===== src/rtl/srs_pkg.sv =====
package srs_pkg;
  localparam int RESULT_W = 16;

  // serial clock events after synchronisation, qualified by an active read
  typedef struct packed {
    logic capture;  // chain-sampling edge
    logic shift;    // output-advancing edge
  } clk_evt_t;
endpackage


===== src/rtl/srs_sync.sv =====
module srs_sync #(
  parameter int               WIDTH   = 1,
  parameter int               STAGES  = 2,
  parameter logic [WIDTH-1:0] RST_VAL = '0
) (
  input  logic             clk,
  input  logic             rst_n,
  input  logic [WIDTH-1:0] d,
  output logic [WIDTH-1:0] q
);
  logic [WIDTH-1:0] stg [STAGES];

  always_ff @(posedge clk or negedge rst_n) begin
    if (!rst_n) begin
      for (int i = 0; i < STAGES; i++) stg[i] <= RST_VAL;
    end else begin
      stg[0] <= d;
      for (int i = 1; i < STAGES; i++) stg[i] <= stg[i-1];
    end
  end

  assign q = stg[STAGES-1];
endmodule


===== src/rtl/srs_edge.sv =====
module srs_edge
  import srs_pkg::*;
#(
  parameter bit SHIFT_ON_RISE = 1'b0
) (
  input  logic     clk,
  input  logic     rst_n,
  input  logic     sclk_s,
  input  logic     active,
  output clk_evt_t evt
);
  logic sclk_d, armed;
  logic rise, fall, cap_e, sh_e;

  always_ff @(posedge clk or negedge rst_n) begin
    if (!rst_n) sclk_d <= 1'b0;
    else        sclk_d <= sclk_s;
  end

  assign rise = sclk_s & ~sclk_d;
  assign fall = ~sclk_s & sclk_d;

  generate
    if (SHIFT_ON_RISE) begin : g_rise_shift
      assign cap_e = fall;
      assign sh_e  = rise;
    end else begin : g_fall_shift
      assign cap_e = rise;
      assign sh_e  = fall;
    end
  endgenerate

  // a shift edge counts only after a capture edge in the same read
  always_ff @(posedge clk or negedge rst_n) begin
    if (!rst_n)                armed <= 1'b0;
    else if (!active)          armed <= 1'b0;
    else if (cap_e)            armed <= 1'b1;
  end

  assign evt.capture = active & cap_e;
  assign evt.shift   = active & sh_e & armed;
endmodule


===== src/rtl/srs_shreg.sv =====
module srs_shreg
  import srs_pkg::*;
#(
  parameter int W = RESULT_W
) (
  input  logic         clk,
  input  logic         rst_n,
  input  logic         load_en,
  input  logic [W-1:0] load_word,
  input  clk_evt_t     evt,
  input  logic         chain_s,
  output logic [W-1:0] sr_q,
  output logic         chain_q
);
  always_ff @(posedge clk or negedge rst_n) begin
    if (!rst_n)          sr_q <= '0;
    else if (load_en)    sr_q <= load_word;
    else if (evt.shift)  sr_q <= {sr_q[W-2:0], chain_q};
  end

  always_ff @(posedge clk or negedge rst_n) begin
    if (!rst_n)            chain_q <= 1'b0;
    else if (evt.capture)  chain_q <= chain_s;
  end
endmodule


===== src/rtl/ser_result_shifter.sv =====
module ser_result_shifter
  import srs_pkg::*;
#(
  parameter int DATA_W        = RESULT_W,
  parameter int SYNC_STAGES   = 2,
  parameter bit SHIFT_ON_RISE = 1'b0
) (
  input  logic              clk,
  input  logic              rst_n,
  input  logic              sclk_in,
  input  logic              cs_n_in,
  input  logic              rd_n_in,
  input  logic              chain_in,
  input  logic              load_valid,
  output logic              load_ready,
  input  logic [DATA_W-1:0] load_data,
  output logic              sdo,
  output logic              sdo_en
);
  localparam int NSYNC = 4;
  // order {sclk, cs_n, rd_n, chain}; selects rest inactive
  localparam logic [NSYNC-1:0] SYNC_RST = 4'b0110;

  logic [NSYNC-1:0] raw_in, syn;
  logic sclk_s, cs_s, rd_s, chain_s;
  logic act_q, load_en, chain_q;
  logic [DATA_W-1:0] sr_q;
  clk_evt_t evt;

  assign raw_in = {sclk_in, cs_n_in, rd_n_in, chain_in};

  srs_sync #(.WIDTH(NSYNC), .STAGES(SYNC_STAGES), .RST_VAL(SYNC_RST)) u_sync (
    .clk(clk), .rst_n(rst_n), .d(raw_in), .q(syn)
  );

  assign {sclk_s, cs_s, rd_s, chain_s} = syn;

  always_ff @(posedge clk or negedge rst_n) begin
    if (!rst_n) act_q <= 1'b0;
    else        act_q <= ~cs_s & ~rd_s;
  end

  srs_edge #(.SHIFT_ON_RISE(SHIFT_ON_RISE)) u_edge (
    .clk(clk), .rst_n(rst_n), .sclk_s(sclk_s), .active(act_q), .evt(evt)
  );

  assign load_ready = ~act_q;
  assign load_en    = load_valid & load_ready;

  srs_shreg #(.W(DATA_W)) u_shreg (
    .clk(clk), .rst_n(rst_n), .load_en(load_en), .load_word(load_data),
    .evt(evt), .chain_s(chain_s), .sr_q(sr_q), .chain_q(chain_q)
  );

  assign sdo_en = act_q;
  assign sdo    = act_q & sr_q[DATA_W-1];
endmodule


===== config.mk =====
export PLATFORM = sky130hd
export DESIGN_NAME = ser_result_shifter
export DESIGN_NICKNAME = d
export VERILOG_FILES = /design/src/rtl/srs_pkg.sv /design/src/rtl/srs_sync.sv /design/src/rtl/srs_edge.sv /design/src/rtl/srs_shreg.sv /design/src/rtl/ser_result_shifter.sv
export SDC_FILE = /design/constraint.sdc
export NUM_CORES = 1
export LEC_CHECK = 0
export ABC_AREA = 1
export BUFFER_PORTS_ARGS = -buffer_cell sky130_fd_sc_hd__buf_4
export CAP_MARGIN = 20
export CORE_MARGIN = 4
export CORE_UTILIZATION = 50
export CTS_BUF_LIST = sky130_fd_sc_hd__clkbuf_8
export DETAILED_ROUTE_END_ITERATION = 12
export GPL_TIMING_DRIVEN = 0
export MAX_ROUTING_LAYER = met4
export PLACE_DENSITY = 0.76
export SETUP_SLACK_MARGIN = 0.2
export SLEW_MARGIN = 20
export SYNTH_ARGS = -nofsm -noshare
export SYNTH_HDL_FRONTEND = slang
export SYNTH_SLANG_ARGS = --single-unit
export TNS_END_PERCENT = 1

===== constraint.sdc =====
create_clock -name clk -period 1 [get_ports clk]
set_input_delay 0.3 -clock clk [delete_from_list [all_inputs] [get_ports clk]]
set_output_delay 0.3 -clock clk [all_outputs]
set_load 0.01 [all_outputs]

# After elaboration in Yosys (flattened, before gate mapping)
# Index checks and enable logic that the tools add are counted.
dict set report totals {
  ff_bits 28
  input_bits 23
  out_inout_bits 3
  wordCells 26
}
dict set report classes {
  n_eq_ne 1
  mux 4
  bitwise_logic 13
  n_reduce_logical 1
}
# op n
set ops {}
lappend ops {{16-bit two-way mux} 2}
lappend ops {{1-bit bitwise AND} 8}
lappend ops {{1-bit inverter} 5}
lappend ops {{1-bit two-way mux} 2}
lappend ops {{2-bit by 1-bit inequality test with 1-bit output, second input constant} 1}
lappend ops {{2-bit nonzero test} 1}

# Depth between registers and ports, before layout
# Gate-level depths: netlist of run 1.
dict set report logic_depth {
  word_depth 6
  ltp_mapped 7
  ltp_nobuf 6
}

# Cells and area by module
# Synthesis of run 1 repeated with hierarchy kept, for this count alone.
dict set report unflattened {
  hier_cells 121
  area_unflattened_um2 1163.6
}
# module n_inst cells_per_inst area_each_um2 seq_area_each_um2
set by_module_without_submodules {}
lappend by_module_without_submodules {srs_shreg 1 92 799.5 425.4}
lappend by_module_without_submodules {srs_sync 1 12 235.2 205.2}
lappend by_module_without_submodules {srs_edge 1 10 81.3 50.0}
lappend by_module_without_submodules {ser_result_shifter 1 7 47.5 25.0}

# Worst setup path after synthesis of run 1
# OpenSTA, ideal clock, no wires.
dict set report synth_timing {
  path_kind {flip-flop to flip-flop}
  start {register act_q, in the netlist sdo_en}
  end {register u_shreg.sr_q[11]}
  setup_time_ps 116
  arrival_time_ps 978
  required_time_ps 884
  slack_ps -94
  path_stages_with_launch 8
  n_path_buf 1
  synth_period_minus_slack_ps 1094
  cell_sequence {dfrtp_1 > inv_2 > nand2_4 > buf_6 > nand2_1 > nand2_1 > nand2_1 > nand2_1}
}
dict set report synth_via {
  elab_chain_len 3
  elab_cells_between_ends 6
  classes_between {1 x mux; 4 x bitwise; 1 x reduce/logical}
}
# element line_no
set synth_rtl {}
lappend synth_rtl {{from (decl)} ser_result_shifter.sv:26} ;# logic act_q, load_en, chain_q;
lappend synth_rtl {{from (signal assigned)} ser_result_shifter.sv:40} ;# else act_q <= ~cs_s & ~rd_s;
lappend synth_rtl {{1-bit bitwise AND or 1-bit inverter (tied branches)} {srs_edge.sv:41, ser_result_shifter.sv:47}}
lappend synth_rtl {{1-bit bitwise AND (on tied branches)} {srs_edge.sv:41, ser_result_shifter.sv:48}}
lappend synth_rtl {{2-bit nonzero test (no source line) or 16-bit two-way mux (tied branches)} n/a}
lappend synth_rtl {{to (signal assigned)} srs_shreg.sv:17} ;# else if (load_en) sr_q <= load_word;
lappend synth_rtl {{to (signal assigned)} srs_shreg.sv:18} ;# else if (evt.shift) sr_q <= {sr_q[W-2:0], chain_q};
lappend synth_rtl {{to (decl)} srs_shreg.sv:12} ;# output logic [W-1:0] sr_q,
# Several ways; a longest one is shown, not always the timed one.
# A chain may end at the register's enable or synchronous reset.

# Final worst setup path of run 1
dict set report layout_timing {
  start {register act_q, in the netlist sdo_en}
  end {output port sdo}
}
dict set report layout_via {
  elab_chain_len 1
}
# element line_no
set layout_rtl {}
lappend layout_rtl {{1-bit bitwise AND} ser_result_shifter.sv:56} ;# assign sdo = act_q & sr_q[DATA_W-1];
lappend layout_rtl {{to (decl)} ser_result_shifter.sv:17} ;# output logic sdo,
# No other way between the ends.

==> flow_summary.ini, run 1 <==
[status]
status = complete, but fails checks
violations = negative hold slack, negative setup slack

[power_and_ir_drop]
p_leak_uw = 0.000903
total_power_consumption_of_the_routed_design_uw = 2680
power_per_cell_area_nw_per_um2 = 1640
ir_worst_vdd_v = 0.00121

[route]
drtAntennaViolNets = 0
detailroute.via_count = 1077
routed_via_density = 5.20
detail_route.iter0.violations = 24
wirelength_um = 2660
firstDrtPassIters = 4
routed_wire_length_per_instance_um = 12.8
number_of_drc_violations_after_detailed_routing = 0

[synth]
fraction_of_the_mapped_netlist_area_in_adder_cells = 0
yosysSeqAreaShare = 0.562
syn_inst = 148
post_synth_instance_area_um2 = 1260
synth_simple_gate_area_share = 0.368
synth.mux.area_fraction = 0
synth_top_family_by_area = simple AND/OR/NAND/NOR gates
synth_xor_xnor_area_share = 0
yosysWarnings = 0
synth.lib_cells_used.distinct = 13
post_synth.cell_area_avg_um2 = 8.49
synth_compound_gate_area_share = 0.00398
ys_ff_latch = 28
synthesis.nets = 171

[clock_network]
cts_inserted_buffers = 3
cts_htree_levels = 1
clock_tree.buffer_depth = 2
tritoncts = yes
path_clk_slew_ns = 0.09
cts-root-buf = clkbuf_8
worst_skew_pair.late_latency_ns = 0.27
clock_sinks = 28

[worst_setup_path]
timing.critical_path.from_type = flop
critPathArrivalTime_ns = 1.03
path_max_fanout = 4
crit_path_frequent_cell = buf_6
reg2reg_depth = 8
crit_required_ns = 0.70
critical_path_capture_point_type = output port
slowest_delay_ns = 0.44
slowest_stage = dfrtp_2
path_cells = buf_6, nand2_2, inv_2, buf_6
critical_path_class = reg -> out

[sta]
highest_clock_frequency_the_design_can_meet_ghz = 0.754
final-hold-violation-count = 24
finalCritPeriodShare = 1.33
report.final.setup_viol = 19
fin_setup_tns_ns = -4.08
clock_skew_ns = 0.00651
hold-worst-slack_ns = -0.0732
final_critical_path_setup_slack_ns = -0.327
period_needed_ns = 1.33
max-slew-margin-rel = 0.778
rsz0062_at_grt = true
report.final.slew_viol_count = 0
worst_slew_pin_slew_ns = 0.333

[floorplan]
fp.dieW_um = 58.1
io_pins = 26
floorplan.die_area_um2 = 3380
core_um2 = 2300
die_y_um = 58.1
std_cell_rows = 17
initial_utilization = 0.547

[place]
port_buffers = 24
dpl-instance-area_um2 = 1480
gpl.final_weighted_congestion = 0.787
post-dp-hpwl_um = 1780
dp_cells = 200

[min_path]
hold_path.class = in -> async

[cells_and_area]
nNetsFinal = 203
finalInstanceArea_um2 = 1640
utilization = 0.713
syn_to_final_growth_pct = 30.4
layout-drive-gt1-share = 0.318
diodes = 0
final_cell_count_no_fill = 207

[grt]
grt_max_degree = 29
grt_pass1_vias = 1172
grt_util_overall = 0.182
grt.overflow.total = 0
antenna_found_initial = 0
first_pass_grt_wire_length_um = 4740

[job]
drv.max_cap_violation_count = 0
==> what timing repair did <==
| item | in CTS | in global routing |
|---|---|---|
| gates resized for setup | 11 | 8 |
| pin swaps | 0 | 5 |
| endpoints found under the hold margin | 24 | 24 |
| buffers inserted | 2 | 1 |
| setup endpoints to repair | 20 | 21 |
==> worst paths after layout <==
check / start / endpoint / slack [ns]
worst max-delay path: sdo_en / sdo / -0.33
worst min-delay path: rst_n / u_shreg.sr_q[13] / -0.07
worst max register to register: sdo_en / u_shreg.sr_q[15] / -0.24
worst min register to register: u_sync.stg[4] / u_sync.q[0] / 0.36
max in group asynchronous: rst_n / u_sync.q[1] / 0.77
min in group clk: chain_in / u_sync.stg[4] / 0.14
==> area by class of cell <==
type / instances / area, um^2
fillers: 188 / 659
plain buffers: 8 / 77.6
inverters: 5 / 21.3
flip-flops and latches: 28 / 707
well taps: 28 / 35.0
clock inverters: 1 / 30.0
clock buffers: 3 / 41.3
multi-input cells: 107 / 504
repair buffers: 27 / 221
==> report_power, final <==
group | leakage [uW] | total (uW) | switching [uW] | internal, uW
Combinational | 0.000524 | 463 | 240 | 223
Sequential | 0.000343 | 1360 | 81.8 | 1280
Clock | 0.0000357 | 863 | 328 | 535
==> flip-flops by register name, indices dropped and copies added (netlist names) <==
name             flops
u_edge.armed         1
u_edge.sclk_d        1
u_sync.q             4
sdo_en               1
u_shreg.sr_q        16
u_sync.stg           4
u_shreg.chain_q      1
==> layer usage <==
| metal | vias up | GRT usage | part of all wire | wire length, um |
|---|---|---|---|---|
| li1 | 529 | - | - | - |
| met1 | 500 | 0.214 | 0.42 | 1100 |
| met2 | 42 | 0.302 | 0.50 | 1320 |
| met3 | 6 | 0.0267 | 0.071 | 189 |
| met4 | 0 | 0.0927 | 0.017 | 45 |
| met5 | - | - | 0 | 0 |
==> cell usage after synthesis <==
library cell  count  area (um^2)
buf_2             4         20.0
buf_4             1         7.51
buf_6             2         22.5
buf_8             1         15.0
dfrtp_1          24          601
dfstp_2           4          105
inv_1             3         11.3
inv_2             2         7.51
nand2_1          68          255
nand2_4           3         33.8
nand3_1          33          165
nor2_1            2         7.51
o21ai_0           1         5.00
==> layout by cell type, fill, tap and decap left out, types with 2 or more instances in the layout <==
master    synthesis  layout
buf_2             4       2
buf_4             1      25
buf_6             2       5
buf_8             1       3
clkbuf_8          0       3
dfrtp_1          24      23
dfstp_2           4       4
inv_1             3       2
inv_2             2       2
nand2_1          68      62
nand2_2           0       6
nand2_8           0       2
nand3_1          33      32
nor2_1            2       2
==> worst max-delay path: cells and delay by family, from the launching register on <==
kind / cells / cell delay (ns)
and+or+nand+nor: 1 / 0.05
buffers and inverters: 3 / 0.26
DFF: 1 / 0.44
==> through the flow <==
step	setup WS, ns	hold slack [ns]
6_report	-0.327	-0.0732
5_1_grt	-0.389	-0.0566
4_1_cts	-0.338	-0.0615
3_5_place_dp	-0.240	0.230
3_3_place_gp	-0.225	0.231
2_1_floorplan	-0.0619	0.00441
==> logic make-up (layout without fill, tap and decap cells) <==
family	Yosys count	in the layout
AND/OR/NAND/NOR	106	106
flip-flops	28	28
buffers and inverters	13	44
AO/OA/AOI/OAI	1	1
(Power assumes the default switching activity.)
==> run 2, diff against run 1 <==
- PLACE_DENSITY: 0.76 -> 0.86
==> flow_summary.ini, run 2 (synthesis gave the netlist of run 1 again) <==
[cells_and_area]
layout-drive-gt1-share = 0.298
utilization = 0.716
syn_to_final_growth_pct = 31.0
largest_register_ffs = 16
diodes = 0
nNetsFinal = 205
regMostFlops = u_shreg.sr_q
final_cell_count_no_fill = 209
final_common_cell = nand2_1
layout_common_cells = 67 x nand2_1, 31 x nand3_1, 23 x buf_4, 23 x dfrtp_1, 10 x buf_6

[power_and_ir_drop]
power_per_cell_area_nw_per_um2 = 1650
ir_worst_vdd_v = 0.00134
p_leak_uw = 0.000911

[place]
port_buffers = 24
dp_cells = 200
post-place-ws_ns = -0.223
gpl.final_weighted_congestion = 0.839
post-dp-hpwl_um = 1910

[worst_setup_path]
slowest_delay_ns = 0.46
critical_path_class = reg -> out
crit_path_frequent_cell = buf_6
timing.critical_path.from_type = flop
slowest_stage = dfrtp_2
critPathArrivalTime_ns = 1.00
critical-path-top-delay-family = flip-flops
critical_path_capture_point_type = output port
crit_required_ns = 0.70
path_buf_inv = 3
path_cells = inv_4, buf_6, buf_6
path_max_fanout = 4

[route]
number_of_drc_violations_after_detailed_routing = 0
wirelength_um = 2910
detailroute.via_count = 1125
firstDrtPassIters = 4
drtAntennaViolNets = 0
detail_route.iter0.violations = 35
routed_via_density = 5.38
routed_wire_length_per_instance_um = 13.9

[floorplan]
die_y_um = 58.1
core_um2 = 2300
initial_utilization = 0.547
floorplan.die_area_um2 = 3380
fp.dieW_um = 58.1
io_pins = 26
std_cell_rows = 17

[sta]
finalCritPeriodShare = 1.30
clock_skew_ns = 0.00596
highest_clock_frequency_the_design_can_meet_ghz = 0.772
period_needed_ns = 1.30
final_critical_path_setup_slack_ns = -0.295
rsz0062_at_grt = true
hold-worst-slack_ns = 0.126
max-slew-margin-rel = 0.834
report.final.setup_viol = 19
final-hold-violation-count = 0
report.final.slew_viol_count = 0
worst_slew_pin_slew_ns = 0.250

[grt]
antenna_found_initial = 0
grt_pass1_vias = 1077
grt_util_overall = 0.199
grt.overflow.total = 0
grt_max_degree = 29
first_pass_grt_wire_length_um = 4880

[clock_network]
cts-root-buf = clkbuf_8
worst_skew_pair.late_latency_ns = 0.28
tritoncts = yes
cts_inserted_buffers = 3
clock_sinks = 28
path_clk_slew_ns = 0.09
cts_htree_levels = 1
clock_tree.buffer_depth = 2

[min_path]
hold_path.class = in -> reg

[status]
status = complete, but fails checks
violations = negative setup slack

[job]
drv.max_cap_violation_count = 0
[run 2: cell types whose count changed in the layout (fill, tap and decap cells not counted), moves of 2 or more]
cell	before	now
buf_8	3	1
buf_6	5	10
nand2_2	6	1
nand2_1	62	67
buf_4	25	23
[run 2: final cells by class]
cell class	count	area, um^2
multi-input combinational	107	488
tap	28	35.0
clock buffer	3	41.3
fill	168	652
sequential	28	707
timing repair buffer	29	246
buffer	8	76.3
inverter	5	21.3
clock inverter	1	30.0
[run 2: report_power, final]
group / total, uW / internal [uW] / switching [uW]
clock: 876 / 536 / 340
combinational: 477 / 226 / 252
sequential: 1350 / 1280 / 77.3
total: 2710 / 2040 / 669
[run 2: metrics by stage]
step                TNS [ns]  total power, uW  cell area (um^2)
finish                 -3.96             2710              1650
global route           -5.29             2860              1650
CTS                    -4.62             2700              1610
detailed placement     -2.38             1800              1480
global placement       -1.89             1770              1480
floorplan             -0.876             1630              1260
[run 2: worst paths after layout]
check                                   end  cells after the start          start  slack (ns)
max                              load_ready                      3         sdo_en       -0.30
min                           u_sync.stg[7]                      1        sclk_in        0.13
max reg2reg                u_shreg.sr_q[10]                      8         sdo_en       -0.25
min reg2reg                     u_sync.q[3]                      0  u_sync.stg[7]        0.36
max in group asynchronous       u_sync.q[2]                      2          rst_n        0.29
min in group asynchronous   u_shreg.sr_q[6]                      2          rst_n        0.44
[run 2: repair_timing]
item	4_1_cts	5_1_grt
setup endpoints to repair	20	26
setup buffers	3	1
endpoints found under the hold margin	24	0
hold buffers	1	0
pin swaps	1	0
resized for setup	9	7
cloned	0	0
[run 2: worst register-to-register path, stage by stage (launching register included)]
cell and delay [ns]:
dfrtp_2 0.46, inv_4 0.08, buf_6 0.14, nand2_8 0.07, buf_6 0.14, nand2_1 0.06
nand2_1 0.05, nand2_1 0.07, nand2_1 0.07
[run 2: layer usage]
layer | global-route usage | up-vias | routed length [um]
met4 | 0.0993 | 0 | 95
met5 | - | - | 0
met1 | 0.230 | 538 | 1120
met2 | 0.323 | 46 | 1510
li1 | - | 533 | -
met3 | 0.0490 | 8 | 185
==> run 3, diff against run 2 <==
==> constraint.sdc (replaced) <==
create_clock -name clk -period 1 [get_ports clk]
set_input_delay 0.2 -clock clk [delete_from_list [all_inputs] [get_ports clk]]
set_output_delay 0.2 -clock clk [all_outputs]
set_load 0.01 [all_outputs]
==> flow_summary.ini, run 3 (synthesis gave the netlist of run 1 again) <==
[route]
wirelength_um = 3480
routed_wire_length_per_instance_um = 16.4
number_of_drc_violations_after_detailed_routing = 0
routed_via_density = 5.66
firstDrtPassIters = 4
detail_route.iter0.violations = 63
drtAntennaViolNets = 0
detailroute.via_count = 1199

[clock_network]
tritoncts = yes
cts_inserted_buffers = 3
cts-root-buf = clkbuf_8
clock_sinks = 28
cts_htree_levels = 1
clock_tree.buffer_depth = 2
worst_skew_pair.late_latency_ns = 0.28
path_clk_slew_ns = 0.10

[cells_and_area]
diodes = 0
nNetsFinal = 208
layout-drive-gt1-share = 0.375
layout_common_cells = 55 x nand2_1, 32 x nand3_1, 29 x buf_4
largest_register_ffs = 16
final_common_cell = nand2_1
final_cell_count_no_fill = 212
syn_to_final_growth_pct = 37.6
regMostFlops = u_shreg.sr_q

[worst_setup_path]
critical_path_class = reg -> reg
reg2reg_to = u_shreg.sr_q[11]
worst_r2r_startpoint = sdo_en
reg2reg_depth = 8
timing.critical_path.from_type = flop
crit_required_ns = 1.18
critical_path_capture_point_type = flop
path_max_fanout = 8
critPathArrivalTime_ns = 1.42
ff2ff_setup_slack_ns = -0.24

[grt]
grt_pass1_vias = 1110
antenna_found_initial = 0
grt.overflow.total = 0
grt_max_degree = 29
grt_util_overall = 0.213
first_pass_grt_wire_length_um = 5130

[sta]
highest_clock_frequency_the_design_can_meet_ghz = 0.809
clock_skew_ns = 0.00818
final_critical_path_setup_slack_ns = -0.237
report.final.slew_viol_count = 0
finalCritPeriodShare = 1.24
report.final.setup_viol = 19
rsz0062_at_grt = true
period_needed_ns = 1.24
hold-worst-slack_ns = 0.0252
max-slew-margin-rel = 0.768
worst_slew_pin_slew_ns = 0.348
final-hold-violation-count = 0

[floorplan]
io_pins = 26
std_cell_rows = 17
core_um2 = 2300
floorplan.die_area_um2 = 3380
initial_utilization = 0.547
fp.dieW_um = 58.1
die_y_um = 58.1

[power_and_ir_drop]
total_power_consumption_of_the_routed_design_uw = 2810
p_leak_uw = 0.000945
ir_worst_vdd_v = 0.00139
power_per_cell_area_nw_per_um2 = 1630

[min_path]
hold_path.startpoint = sclk_in
hold_path.class = in -> reg
min_delay_path_depth = 1
hold_end = u_sync.stg[7]

[place]
dp_cells = 200
port_buffers = 24
post-dp-hpwl_um = 1910
gpl.final_weighted_congestion = 0.839

[job]
drv.max_cap_violation_count = 0

[status]
status = complete, but fails checks
violations = negative setup slack
[run 3: cell types whose count changed in the layout (fill, tap and decap cells not counted)]
cell       delta
nand2_2      +11
buf_8         +2
nand3_1       +1
nand3_2       -1
clkbuf_16     +2
buf_4         +6
nand2_1      -12
buf_6         -6
clkbuf_4      -1
nand2_4       +1
nor2_2        +1
nor2_1        -1
[run 3: how the worst max path moves through the flow]
stage	start	end	slack, ns	depth (start not counted)
2_1_floorplan	sdo_en	u_shreg.sr_q[0]	-0.06	7
3_3_place_gp	u_sync.q[3]	u_shreg.sr_q[14]	-0.13	5
3_5_place_dp	u_sync.q[3]	u_shreg.sr_q[13]	-0.18	5
4_1_cts	sdo_en	sdo_en	-0.21	2
5_1_grt	sdo_en	u_shreg.sr_q[11]	-0.30	8
6_report	sdo_en	u_shreg.sr_q[11]	-0.24	8
[run 3: worst max-delay path: stages (launching register included)]
cell	delay (ns)
dfrtp_2	0.46
inv_4	0.09
buf_6	0.12
nand2_8	0.08
buf_8	0.15
nand2_2	0.06
nand2_1	0.06
nand2_1	0.07
nand2_1	0.05
[run 3: what timing repair did]
item / in CTS / in global routing
hold buffers: 1 / 0
buffers inserted: 5 / 0
endpoints found under the hold margin: 24 / 0
pin swaps: 0 / 10
gates cloned: 0 / 2
resized for setup: 10 / 17
setup endpoints to repair: 20 / 21
[run 3: report_power, final]
group	switching [uW]	internal [uW]	total (uW)	leakage, uW
Combinational	285	263	548	0.000567
Sequential	98.6	1280	1380	0.000343
Clock	353	536	889	0.0000357
Total	737	2080	2810	0.000945
[run 3: per-layer routing]
layer / global-route usage / vias to the layer above / part of all wire
met5: - / - / 0
met3: 0.0535 / 20 / 0.081
met2: 0.329 / 67 / 0.50
met4: 0.136 / 0 / 0.061
li1: - / 539 / -
met1: 0.245 / 573 / 0.36
[run 3: layout make-up]
| cell class | count | area (um^2) |
|---|---|---|
| flip-flops and latches | 28 | 707 |
| fillers | 161 | 569 |
| multi-input cells | 107 | 520 |
| repair buffers | 32 | 289 |
| plain buffers | 8 | 83.8 |
| clock buffers | 3 | 41.3 |
| well taps | 28 | 35.0 |
| clock inverters | 1 | 30.0 |
| inverters | 5 | 21.3 |
[run 3: metrics by stage]
stage	setup WS [ns]	setup TNS [ns]	utilization	instance area, um^2
after global placement	-0.125	-1.79	0.643	1480
after CTS	-0.210	-3.19	0.709	1630
after global routing	-0.301	-5.04	0.752	1730
after floorplan	-0.0619	-0.828	-	1260
after detailed placement	-0.176	-2.28	0.643	1480
final	-0.237	-3.93	0.752	1730
